### src/rtl/lsag_pkg.sv
// Shared types for the load/store address generator.
// Assumes the 4-bit mode layout: bit 3 modify, bit 2 register offset,
// bit 1 post (modify) or reserved (plain), bit 0 add.
package lsag_pkg;

    typedef enum logic [1:0] {
        SZ_BYTE = 2'b00,
        SZ_HALF = 2'b01,
        SZ_WORD = 2'b10,
        SZ_WIDE = 2'b11
    } size_e;

    typedef enum logic [1:0] {
        FORM_PLAIN = 2'b00,
        FORM_PRE   = 2'b01,
        FORM_POST  = 2'b10,
        FORM_BAD   = 2'b11
    } form_e;

    typedef struct packed {
        logic  use_reg;
        logic  add;
        form_e form;
    } mode_s;

endpackage

### src/rtl/lsag_mode_decode.sv
// Splits the 4-bit addressing-mode code into offset source, direction and
// access form. Purely combinational; assumes the bit layout in lsag_pkg.
module lsag_mode_decode
    import lsag_pkg::*;
(
    input  logic [3:0] mode,
    output mode_s      dec
);

    // Map the code bits onto the decoded fields.
    always_comb begin
        dec.use_reg = mode[2];
        dec.add     = mode[0];
        unique case ({mode[3], mode[1]})
            2'b00:   dec.form = FORM_PLAIN;
            2'b01:   dec.form = FORM_BAD;
            2'b10:   dec.form = FORM_PRE;
            default: dec.form = FORM_POST;
        endcase
    end

endmodule

### src/rtl/lsag_offset_scaler.sv
// Picks the register or immediate offset, zero-extends the immediate and
// shifts by the access size. Assumes size codes 2 and 3 both mean four bytes.
module lsag_offset_scaler #(
    parameter int ADDR_W = 32,
    parameter int IMM_W  = 5
) (
    input  logic              use_reg,
    input  logic [ADDR_W-1:0] ofs_reg,
    input  logic [IMM_W-1:0]  ofs_imm,
    input  logic [1:0]        size,
    output logic [ADDR_W-1:0] scaled
);

    localparam int NUM_SIZE = 4;
    localparam int MAX_SH   = 2;

    logic [ADDR_W-1:0] raw;
    logic [ADDR_W-1:0] cand [NUM_SIZE];

    // Choose the offset source; the immediate is widened with zeros.
    always_comb begin
        raw = use_reg ? ofs_reg : {{(ADDR_W-IMM_W){1'b0}}, ofs_imm};
    end

    // One shifted candidate per size code.
    for (genvar g = 0; g < NUM_SIZE; g++) begin : g_scale
        localparam int SH = (g > MAX_SH) ? MAX_SH : g;
        assign cand[g] = raw << SH;
    end

    // Select the candidate for the requested size.
    always_comb begin
        scaled = cand[size];
    end

endmodule

### src/rtl/lsag_addr_core.sv
// Applies the scaled offset to the base and routes the results by access
// form: effective address, new base, write-back and illegal flag.
// Combinational; the arithmetic wraps at ADDR_W bits.
module lsag_addr_core
    import lsag_pkg::*;
#(
    parameter int ADDR_W = 32
) (
    input  logic [ADDR_W-1:0] base,
    input  logic [ADDR_W-1:0] scaled,
    input  mode_s             dec,
    output logic [ADDR_W-1:0] addr,
    output logic [ADDR_W-1:0] new_base,
    output logic              wb,
    output logic              illegal
);

    logic [ADDR_W-1:0] moved;

    // Move the base up or down by the scaled offset.
    always_comb begin
        moved = dec.add ? (base + scaled) : (base - scaled);
    end

    // Route the results according to the access form.
    always_comb begin
        addr     = base;
        new_base = base;
        wb       = 1'b0;
        illegal  = 1'b0;
        unique case (dec.form)
            FORM_PLAIN: addr = moved;
            FORM_PRE: begin
                addr     = moved;
                new_base = moved;
                wb       = 1'b1;
            end
            FORM_POST: begin
                new_base = moved;
                wb       = 1'b1;
            end
            default: illegal = 1'b1;
        endcase
    end

endmodule

### src/rtl/lsag_top.sv
// Load/store address generator top. Decodes the mode, scales the offset,
// forms address and new base, and registers everything with one cycle of
// latency. Write-back and illegal flags are qualified by the request strobe.
// Assumes a synchronous active-low reset.
module lsag_top
    import lsag_pkg::*;
#(
    parameter int ADDR_W = 32,
    parameter int IMM_W  = 5
) (
    input  logic              clk,
    input  logic              rst_n,
    input  logic              in_valid,
    input  logic [3:0]        in_mode,
    input  logic [1:0]        in_size,
    input  logic [ADDR_W-1:0] in_base,
    input  logic [ADDR_W-1:0] in_ofs_reg,
    input  logic [IMM_W-1:0]  in_ofs_imm,
    output logic              out_valid,
    output logic [ADDR_W-1:0] out_addr,
    output logic [ADDR_W-1:0] out_base,
    output logic              out_wb,
    output logic              out_illegal
);

    mode_s             dec;
    logic [ADDR_W-1:0] scaled;
    logic [ADDR_W-1:0] addr_c;
    logic [ADDR_W-1:0] base_c;
    logic              wb_c;
    logic              bad_c;

    lsag_mode_decode u_dec (
        .mode (in_mode),
        .dec  (dec)
    );

    lsag_offset_scaler #(
        .ADDR_W (ADDR_W),
        .IMM_W  (IMM_W)
    ) u_scale (
        .use_reg (dec.use_reg),
        .ofs_reg (in_ofs_reg),
        .ofs_imm (in_ofs_imm),
        .size    (in_size),
        .scaled  (scaled)
    );

    lsag_addr_core #(
        .ADDR_W (ADDR_W)
    ) u_core (
        .base     (in_base),
        .scaled   (scaled),
        .dec      (dec),
        .addr     (addr_c),
        .new_base (base_c),
        .wb       (wb_c),
        .illegal  (bad_c)
    );

    // Output register stage with qualified flags.
    always_ff @(posedge clk) begin
        if (!rst_n) begin
            out_valid   <= 1'b0;
            out_addr    <= '0;
            out_base    <= '0;
            out_wb      <= 1'b0;
            out_illegal <= 1'b0;
        end else begin
            out_valid   <= in_valid;
            out_addr    <= addr_c;
            out_base    <= base_c;
            out_wb      <= in_valid & wb_c;
            out_illegal <= in_valid & bad_c;
        end
    end

endmodule

### config.mk
export PLATFORM = sky130hd
export DESIGN_NAME = lsag_top
export DESIGN_NICKNAME = d
export VERILOG_FILES = /design/src/rtl/lsag_pkg.sv /design/src/rtl/lsag_mode_decode.sv /design/src/rtl/lsag_offset_scaler.sv /design/src/rtl/lsag_addr_core.sv /design/src/rtl/lsag_top.sv
export SDC_FILE = /design/constraint.sdc
export NUM_CORES = 1
export LEC_CHECK = 0
export CAP_MARGIN = 15
export CORE_ASPECT_RATIO = 2
export CORE_MARGIN = 2
export CORE_UTILIZATION = 55
export DETAILED_ROUTE_END_ITERATION = 10
export DONT_BUFFER_PORTS = 1
export PLACE_DENSITY = 0.79
export SYNTH_ARGS = -nofsm -noshare
export SYNTH_HDL_FRONTEND = slang
export SYNTH_SLANG_ARGS = --single-unit
### constraint.sdc
create_clock -name clk -period 4.6 [get_ports clk]
set_input_delay 0.92 -clock clk [delete_from_list [all_inputs] [get_ports clk]]
set_output_delay 0.92 -clock clk [all_outputs]
set_load 0.01 [all_outputs]
==> impl_metrics.yaml, run 1 <==
floorplan:
  die_y_um: 150
  die_area_mm2: 0.0115
  floorplan_die_width_um: 76.9
  top_level_port_count: 145
  fp-row-count: 53
  initial_core_utilization_pct: 56.1
  core_region_area_mm2: 0.0104
clock_tree:
  clock_path_buffers: 2
  cts_hold_buffers: 0
  clock_tree.root_cell: "sky130_fd_sc_hd__clkbuf_16"
  cts_tree: "done"
  cts_sinks: 67
  htree_levels: 3
  cts_buffers: 9
  cts_clk_pin_slew_worst_paths_ns: 0.06
route:
  drt-initial-drc-count: 386
  detail_route.drc_violations: 0
  via_per_inst: 6.11
  wire_per_inst_um: 17.6
  pre_repair_dr_iteration_count: 5
  num_vias: 5874
  drt_wl_total_um: 16900
  antenna_violating_nets_post_route: 0
setup_path:
  crit_chain: "mux2_1, o211ai_1, nand4_2, nor4b_4, and2_1, a31oi_1, xnor2_1, ha_1, buf_4, nand2_1, o21bai_1, a2111oi_2, buf_4, o31ai_1, buf_4, xor2_1, nand2_1, a21oi_1"
  critical_path.endpoint_type: "flop"
  critical_path.max_stage_delay_ns: 0.40
  startpoint_type_of_the_worst_setup_path: "input pin"
  worst_ep_arrival_time_ns: 4.66
  crit_type: "input pin to flop"
  path_delay_family: "compound AO/OA/AOI/OAI gates"
  cp_num_buf_inv: 3
  required_ns: 4.86
  maximum_fanout_along_the_worst_path: 33
  critical_path.slowest_cell: "sky130_fd_sc_hd__nor4b_4"
  crit_path_frequent_cell: "sky130_fd_sc_hd__buf_4"
yosys:
  synth.yosys.warnings: 0
  syn-mean-instance-area_um2: 7.60
  synthCells: 769
  postSynth.topFlopCell: "sky130_fd_sc_hd__dfxtp_1"
  most_numerous_cell_in_the_yosys_netlist: "sky130_fd_sc_hd__nand2_1"
  seq_area_frac_synth_pct: 23.0
  post_synth_instance_area_mm2: 0.00584
  proportion_of_register_bits_with_asynchronous_set_or_reset_after_synthesis_pct: 0
  yosys-top-cells-count: "sky130_fd_sc_hd__nand2_1, sky130_fd_sc_hd__a21oi_1, sky130_fd_sc_hd__dfxtp_1"
  synth-edff-count: 0
  synth.distinct_cells: 70
  synthDominantCellAreaShare_pct: 23.0
  synth_fp_nets: 890
  netlist_top_cells_area: "sky130_fd_sc_hd__dfxtp_1, sky130_fd_sc_hd__ha_1, sky130_fd_sc_hd__a21oi_1, sky130_fd_sc_hd__nand2_1, sky130_fd_sc_hd__xnor2_1"
  yosys.area.top_type: "sky130_fd_sc_hd__dfxtp_1"
  synth_seq_cells: 67
power_and_ir_drop:
  net-switching-power_mw: 0.919
  seq_power_share_pct: 30.5
  p_per_area_mw_per_mm2: 361
  maximum_vdd_drop_v: 0.000212
  p_int_mw: 1.57
  comb_power_share_pct: 41.0
  sw_share_pct: 36.9
  cellLeakagePower_nw: 2.94
  power.clock.fraction_pct: 28.5
sta:
  maxClockFrequency_mhz: 227
  timing.slew.headroom_pct: 39.0
  fin_crit_sh_pct: 95.6
  rsz0062_at_grt: "yes"
  period_minus_slack_ns: 4.40
  fin_setup_tns_ns: 0
  hold_viol: 0
  finalMaxSlewViolations: 0
  worst_tran_pin_value_ns: 0.911
  final-setup-viol-count: 0
worst_hold_path:
  holdCritStartpoint: "in_base[9]"
  whs_endpoint: "out_base[9]"
  hold-path-cell-count: 2
  hold_class: "input pin to flop"
grt:
  grt_pass1_vias: 5755
  grt_usage_pct: 28.9
  grt-ovfl-total: 0
  antenna_found_initial: 0
  grt_start_max_net_pins: 64
  global_route_wire_length_before_repair_um: 27000
placed_design:
  post-dp-hpwl_um: 13200
  post_placement_cell_area_mm2: 0.00649
  finalWeightedCongestion: 0.981
  port_buffers: 0
cells_and_area:
  area_growth_syn_to_layout_pct: 17.8
  nNetsFinal: 941
  fin_area_mm2: 0.00689
  antenna_cells_inserted: 0
  layout-drive-gt1-share_pct: 17.8
outcome:
  run_status: "completed"
flow_run:
  timing.max_cap.violations: 0
## power by group through the flow
stage                     logic [mW]  registers (mW)  clock network [mW]
after global routing            1.12           0.768               0.734
after detailed placement       0.971           0.775                   0
after global placement         0.946           0.773                   0
after floorplan                0.698           0.761                   0
after CTS                      0.983           0.762               0.715
final                           1.02           0.760               0.709
## routing by layer
metal / part of all wire, % / track usage [%] / routed length, µm
met5: 0 / 0 / 0
met3: 4.7 / 4.10 / 797
met2: 52 / 53.0 / 8860
met1: 37 / 30.8 / 6330
met4: 5.4 / 17.7 / 920
## per-stage QoR
step	total power, mW	hold slack [ns]	util (%)	cells	setup slack [ns]
4_1_cts	2.46	0.700	65.3	961	0.0869
5_1_grt	2.63	0.715	66.1	962	-0.0246
2_1_floorplan	1.46	1.06	-	769	-0.0204
3_3_place_gp	1.72	1.06	62.4	945	-0.226
6_report	2.49	0.707	66.1	962	0.203
3_5_place_dp	1.75	1.06	62.4	945	-0.268
## placed cells by master, fill, tap and decap left out, types with 5 or more instances in the layout
cell                        netlist  layout
sky130_fd_sc_hd__dfxtp_1         67      67
sky130_fd_sc_hd__mux2_2           8       8
sky130_fd_sc_hd__mux2_1          15      14
sky130_fd_sc_hd__and3_1           6       6
sky130_fd_sc_hd__a211oi_1         7       6
sky130_fd_sc_hd__nand4_1          6       6
sky130_fd_sc_hd__a21oi_1         90      88
sky130_fd_sc_hd__o2111ai_1        6       6
sky130_fd_sc_hd__o21bai_1         6       6
sky130_fd_sc_hd__and2_1           8       8
sky130_fd_sc_hd__ha_1            42      41
sky130_fd_sc_hd__nor2_1          56      55
sky130_fd_sc_hd__xnor2_1         44      41
sky130_fd_sc_hd__buf_4            0      86
sky130_fd_sc_hd__o211ai_1        26      26
sky130_fd_sc_hd__mux2i_1          9       9
sky130_fd_sc_hd__xor2_1           8       8
sky130_fd_sc_hd__a21o_1          13      13
sky130_fd_sc_hd__nand2b_1        23      23
sky130_fd_sc_hd__o21ai_0         19      16
sky130_fd_sc_hd__a31oi_1         15      15
sky130_fd_sc_hd__nand2_1        118     118
sky130_fd_sc_hd__clkbuf_16        0       9
sky130_fd_sc_hd__inv_1           19      19
sky130_fd_sc_hd__nor3_1           9       8
sky130_fd_sc_hd__nand3_1         25      25
sky130_fd_sc_hd__or2b_1           5       5
## flip-flops by register name (all words and copies together) (netlist names)
name,flops
out_valid,1
out_base,32
out_addr,32
out_wb,1
out_illegal,1
## logic make-up (layout without fill, tap and decap cells)
group	Yosys count	after routing	synth area share, %
and+or+nand+nor	283	283	23.1
xor gates and xnor gates	53	53	8.07
AOI/OAI and AO/OA	223	223	24.8
DFF	67	67	23.0
muxes	35	35	6.87
adders and majority gates	43	43	9.33
buffers and inverters	65	121	4.90
## final cells by class
class                           count  area [µm²]
Inverter                           19        71.3
Sequential cell                    67        1340
Clock buffer                        9         225
Tap cell                          137         171
Multi-Input combinational cell    637        4350
Clock inverter                      7        83.8
Timing Repair Buffer               86         646
Fill cell                         913        3520
## timing repair
action	4_1_cts	5_1_grt
buffers inserted	0	1
endpoints found under the setup margin	0	25
resized for setup	0	17
## worst max path at each step
stage / start / to / slack [ns] / depth (start not counted)
after floorplan: in_size[0] / out_addr[31] / -0.02 / 18
after global placement: in_size[0] / out_addr[30] / -0.23 / 16
after detailed placement: in_size[0] / out_addr[30] / -0.27 / 16
after CTS: in_size[0] / out_addr[30] / 0.09 / 16
after global routing: in_mode[2] / out_base[31] / -0.02 / 18
final: in_size[0] / out_base[26] / 0.20 / 18
Power figures use the tool's default switching activity.
==> run 2: changes to the inputs <==
--- a/config.mk
+++ b/config.mk
@@ -5,13 +5,14 @@
 export SDC_FILE = /design/constraint.sdc
 export NUM_CORES = 1
 export LEC_CHECK = 0
+export ABC_AREA = 1
 export CAP_MARGIN = 15
 export CORE_ASPECT_RATIO = 2
 export CORE_MARGIN = 2
 export CORE_UTILIZATION = 55
 export DETAILED_ROUTE_END_ITERATION = 10
 export DONT_BUFFER_PORTS = 1
-export PLACE_DENSITY = 0.79
+export PLACE_DENSITY = 0.76
 export SYNTH_ARGS = -nofsm -noshare
 export SYNTH_HDL_FRONTEND = slang
 export SYNTH_SLANG_ARGS = --single-unit
==> constraint.sdc (replaced) <==
create_clock -name clk -period 5.3 [get_ports clk]
set_input_delay 1.06 -clock clk [delete_from_list [all_inputs] [get_ports clk]]
set_output_delay 1.06 -clock clk [all_outputs]
set_load 0.01 [all_outputs]
==> impl_metrics.yaml, run 2 <==
sta:
  worst_tran_pin_value_ns: 0.780
  timing.slew.headroom_pct: 48.0
  rsz0062_at_grt: "no"
  maxClockFrequency_mhz: 224
  fin_crit_sh_pct: 84.1
  final-setup-viol-count: 0
  fin_setup_tns_ns: 0
  period_minus_slack_ns: 4.46
  hold_viol: 0
  finalMaxSlewViolations: 0
floorplan:
  die_y_um: 155
  core_region_area_mm2: 0.0112
  floorplan_die_width_um: 79.6
  initial_core_utilization_pct: 56.0
  fp-row-count: 55
  top_level_port_count: 145
  die_area_mm2: 0.0124
clock_tree:
  post-cts-setup-buffer-count: 0
  post_cts_resized: 0
  clock_path_buffers: 2
  cts_hold_buffers: 0
  htree_levels: 3
  cts_clk_pin_slew_worst_paths_ns: 0.06
  cts_tree: "done"
  cts_buffers: 9
  cts_sinks: 67
  clock_tree.root_cell: "sky130_fd_sc_hd__clkbuf_16"
grt:
  grt_usage_pct: 27.9
  grt-ovfl-total: 0
  grt_start_max_net_pins: 48
  grt_pass1_vias: 6069
  global_route_wire_length_before_repair_um: 27600
  antenna_found_initial: 0
cells_and_area:
  reg_top3: "out_addr x32, out_base x32"
  layout_commonest_cell: "sky130_fd_sc_hd__nand2_1"
  fillerInstances: 1109
  final_cell_count_no_fill: 1150
  layout.cells.most_common_list: "sky130_fd_sc_hd__nand2_1, sky130_fd_sc_hd__inv_1, sky130_fd_sc_hd__nor2_1"
  finalCoreUtilization_pct: 59.4
  layout-drive-gt1-share_pct: 7.84
  antenna_cells_inserted: 0
  area_growth_syn_to_layout_pct: 5.97
  nNetsFinal: 1124
yosys:
  synthCells: 1021
  synth.distinct_cells: 45
  proportion_of_register_bits_with_asynchronous_set_or_reset_after_synthesis_pct: 0
  yosys.area.top_type: "sky130_fd_sc_hd__dfxtp_1"
  postSynth.topFlopCell: "sky130_fd_sc_hd__dfxtp_1"
  seq_area_frac_synth_pct: 21.3
  post_synth_instance_area_mm2: 0.00629
  most_numerous_cell_in_the_yosys_netlist: "sky130_fd_sc_hd__nand2_1"
  synth.yosys.warnings: 0
  yosys-top-cells-count: "sky130_fd_sc_hd__nand2_1, sky130_fd_sc_hd__inv_1, sky130_fd_sc_hd__nor2_1"
  synthDominantCellAreaShare_pct: 21.3
  netlist_top_cells_area: "sky130_fd_sc_hd__dfxtp_1, sky130_fd_sc_hd__nand2_1, sky130_fd_sc_hd__inv_1, sky130_fd_sc_hd__ha_1, sky130_fd_sc_hd__nor2_1"
  syn-mean-instance-area_um2: 6.16
  synth-edff-count: 0
  synth_fp_nets: 1142
  synth_seq_cells: 67
route:
  num_vias: 6223
  drt_wl_total_um: 17100
  wire_per_inst_um: 14.8
  via_per_inst: 5.41
  detail_route.drc_violations: 0
  pre_repair_dr_iteration_count: 5
  drt-initial-drc-count: 341
  antenna_violating_nets_post_route: 0
power_and_ir_drop:
  maximum_vdd_drop_v: 0.000305
  p_per_area_mw_per_mm2: 318
  cellLeakagePower_nw: 3.75
worst_hold_path:
  hold_class: "input pin to flop"
outcome:
  run_status: "completed"
placed_design:
  place.detailed.instances: 1134
  port_buffers: 0
  finalWeightedCongestion: 0.936
  post-dp-hpwl_um: 14000
setup_path:
  required_ns: 5.53
  maximum_fanout_along_the_worst_path: 28
  worst_ep_arrival_time_ns: 4.69
  crit_type: "input pin to flop"
  critical_path.endpoint_type: "flop"
  startpoint_type_of_the_worst_setup_path: "input pin"
flow_run:
  timing.max_cap.violations: 0
==> run 2: layer usage <==
| layer | part of all wire [%] | global-route usage (%) | routed length [µm] |
|---|---|---|---|
| met3 | 6.2 | 3.42 | 1060 |
| met4 | 3.6 | 12.5 | 612 |
| met1 | 36 | 28.6 | 6190 |
| met2 | 54 | 54.1 | 9210 |
| met5 | 0 | 0 | 0 |
==> run 2: power breakdown <==
part | switching, mW | internal [mW]
Clock | 0.216 | 0.472
Combinational | 0.498 | 0.269
Sequential | 0.0762 | 0.588
==> run 2: worst paths after layout <==
path                  slack, ns       start            to  cells after the start
worst min-delay path       0.86       rst_n   out_base[1]                      2
worst max-delay path       0.84  in_size[1]  out_base[28]                     20
==> run 2: critical path, cell delays in order <==
cell and delay (ns):
sky130_fd_sc_hd__nor2_4 0.41, sky130_fd_sc_hd__inv_1 0.08, sky130_fd_sc_hd__nor2_1 0.21, sky130_fd_sc_hd__inv_1 0.07
sky130_fd_sc_hd__ha_1 0.19, sky130_fd_sc_hd__nand3_1 0.13, sky130_fd_sc_hd__nor3_2 0.09, sky130_fd_sc_hd__or2_2 0.29
sky130_fd_sc_hd__xor2_1 0.14, sky130_fd_sc_hd__inv_1 0.06, sky130_fd_sc_hd__ha_1 0.34, sky130_fd_sc_hd__nand2_1 0.12
sky130_fd_sc_hd__o21ai_0 0.25, sky130_fd_sc_hd__a21oi_1 0.11, sky130_fd_sc_hd__o21ai_0 0.44, sky130_fd_sc_hd__nand3_1 0.25
sky130_fd_sc_hd__nand3_1 0.18, sky130_fd_sc_hd__nand3_1 0.09, sky130_fd_sc_hd__o211ai_1 0.10, sky130_fd_sc_hd__inv_1 0.05
==> run 2: kinds of logic after synthesis <==
| group | count (synthesis) | synth area share (%) |
|---|---|---|
| AND/OR/NAND/NOR | 493 | 34.4 |
| buffers and inverters | 203 | 13.3 |
| AO/OA/AOI/OAI | 167 | 15.6 |
| flip-flops | 67 | 21.3 |
| XOR/XNOR | 48 | 6.69 |
| adder cells (fa/ha/maj) | 43 | 8.68 |
==> run 2: area by class of cell <==
cell class,instances,area (µm²),share of cell area [%]
flip-flops and latches,67,1340,20.1
clock inverters,6,111,1.67
clock buffers,10,239,3.59
multi-input cells,751,4110,61.7
well taps,142,178,2.67
repair buffers,7,52.6,0.789
inverters,167,627,9.41
==> run 2: stage by stage <==
stage                     instance area, µm²  worst slack, ns  power, mW  hold WS, ns
after global placement                  6310            0.585       1.42         1.20
after CTS                               6660            0.836       2.12        0.860
after detailed placement                6310            0.546       1.43         1.20
after floorplan                         6290             1.28       1.27         1.19
final                                   6660            0.844       2.12        0.855
after global routing                    6660            0.453       2.26        0.862
==> run 3: changes to the inputs <==
--- a/config.mk
+++ b/config.mk
@@ -12,7 +12,7 @@
 export CORE_UTILIZATION = 55
 export DETAILED_ROUTE_END_ITERATION = 10
 export DONT_BUFFER_PORTS = 1
-export PLACE_DENSITY = 0.76
+export PLACE_DENSITY = 0.79
 export SYNTH_ARGS = -nofsm -noshare
 export SYNTH_HDL_FRONTEND = slang
 export SYNTH_SLANG_ARGS = --single-unit
==> constraint.sdc (replaced) <==
create_clock -name clk -period 3.8 [get_ports clk]
set_input_delay 0.76 -clock clk [delete_from_list [all_inputs] [get_ports clk]]
set_output_delay 0.76 -clock clk [all_outputs]
set_load 0.01 [all_outputs]
==> impl_metrics.yaml, run 3 (synthesized netlist as in run 2, its figures left out) <==
route:
  detail_route.drc_violations: 0
  drt_wl_total_um: 19200
  wire_per_inst_um: 15.1
  antenna_violating_nets_post_route: 0
  drt-initial-drc-count: 384
  pre_repair_dr_iteration_count: 5
  via_per_inst: 5.44
  num_vias: 6939
setup_path:
  required_ns: 4.01
  critical_path.slowest_cell: "sky130_fd_sc_hd__o21ai_0"
  maximum_fanout_along_the_worst_path: 7
  critical_path.endpoint_type: "flop"
  startpoint_type_of_the_worst_setup_path: "input pin"
  crit_path_frequent_cell: "sky130_fd_sc_hd__nand2_1"
  cp_num_buf_inv: 6
  worst_ep_arrival_time_ns: 3.85
  crit_type: "input pin to flop"
  path_delay_family: "simple AND/OR/NAND/NOR gates"
  critical_path.max_stage_delay_ns: 0.36
  crit_chain: "nor2_4, inv_1, nor2_1, buf_4, nor2_1, nand2_1, nor2_4, buf_4, a21oi_1, xnor2_1, inv_1, ha_1, nand2_1, o21ai_0, a21oi_1, nand2_1, buf_4, xnor2_1, nand2_1, o211ai_1, inv_1"
placed_design:
  preCtsSetupSlack_ns: -0.299
  finalWeightedCongestion: 0.916
  post-dp-hpwl_um: 15100
  port_buffers: 0
sta:
  finalMaxSlewViolations: 0
  timing.final.ws_setup_ns: 0.161
  period_minus_slack_ns: 3.64
  timing.slew.headroom_pct: 45.3
  final-setup-viol-count: 0
  fin_crit_sh_pct: 95.8
  hold_viol: 0
  maxClockFrequency_mhz: 275
  worst_tran_pin_value_ns: 0.820
  rsz0062_at_grt: "yes"
cells_and_area:
  layout-drive-gt1-share_pct: 22.1
  layout_commonest_cell: "sky130_fd_sc_hd__nand2_1"
  layout.cells.most_common_list: "sky130_fd_sc_hd__nand2_1, sky130_fd_sc_hd__inv_1, sky130_fd_sc_hd__buf_4"
  final-seq-area_mm2: 0.00134
  antenna_cells_inserted: 0
  reg_top3: "out_addr x32, out_base x32"
  multi_input_comb_area_mm2: 0.00434
  area_growth_syn_to_layout_pct: 24.1
  fillerInstances: 957
  nNetsFinal: 1249
outcome:
  run_status: "completed"
flow_run:
  timing.max_cap.violations: 0
grt:
  grt_usage_pct: 30.7
  grt_start_max_net_pins: 47
  grt_pass1_vias: 6688
  global_route_wire_length_before_repair_um: 30500
  antenna_found_initial: 0
  grt-ovfl-total: 0
floorplan:
  core_region_area_mm2: 0.0112
  fp-row-count: 55
  top_level_port_count: 145
  die_y_um: 155
  floorplan_die_width_um: 79.6
  die_area_mm2: 0.0124
  initial_core_utilization_pct: 56.0
power_and_ir_drop:
  report.power.total_mw: 3.08
  p_per_area_mw_per_mm2: 395
  cellLeakagePower_nw: 4.39
  maximum_vdd_drop_v: 0.000392
clock_tree:
  cts_sinks: 67
  cts_tree: "done"
  cts_clk_pin_slew_worst_paths_ns: 0.05
  cts_buffers: 9
  clock_path_buffers: 2
  clock_tree.root_cell: "sky130_fd_sc_hd__clkbuf_16"
  htree_levels: 3
worst_hold_path:
  hold_class: "input pin to flop"
## run 3: cell type report
type,count,area share (%)
Multi-Input combinational cell,751,55.6
Tap cell,142,2.28
Sequential cell,67,17.2
Clock inverter,6,0.417
Timing Repair Buffer,132,13.5
Inverter,167,8.03
Clock buffer,10,2.93
## run 3: report_power, final
group,total [mW],switching (mW),leakage (nW),internal [mW]
registers,0.927,0.107,0.559,0.820
logic,1.42,0.805,3.69,0.613
clock network,0.734,0.299,0.132,0.435
total,3.08,1.21,4.39,1.87
## run 3: metal layers
layer  part of all wire [%]  GRT usage, %
met5                      0             0
met4                    4.8          15.4
met3                    6.9          4.35
met2                     54          57.9
met1                     34          31.9
## run 3: final timing paths
check | end | from | depth (start not counted) | slack (ns)
setup / recovery | out_addr[15] | in_size[0] | 21 | 0.16
hold / removal | out_base[1] | in_base[1] | 2 | 0.57
## run 3: stage by stage
| step | utilization (%) | instances | hold slack [ns] | TNS (ns) | instance area (µm²) |
|---|---|---|---|---|---|
| floorplan | - | 1021 | 0.890 | 0 | 6290 |
| global placement | 64.3 | 1251 | 0.906 | -1.76 | 7210 |
| detailed placement | 64.3 | 1251 | 0.903 | -4.28 | 7210 |
| CTS | 66.6 | 1267 | 0.567 | 0 | 7480 |
| global route | 69.6 | 1275 | 0.584 | -0.234 | 7800 |
| finish | 69.6 | 1275 | 0.569 | 0 | 7800 |
## run 3: repair_timing
item                       4_1_cts  5_1_grt
setup endpoints to repair        0       36
setup buffers                    0        7
hold buffers                     0        0
resized for setup                0       64
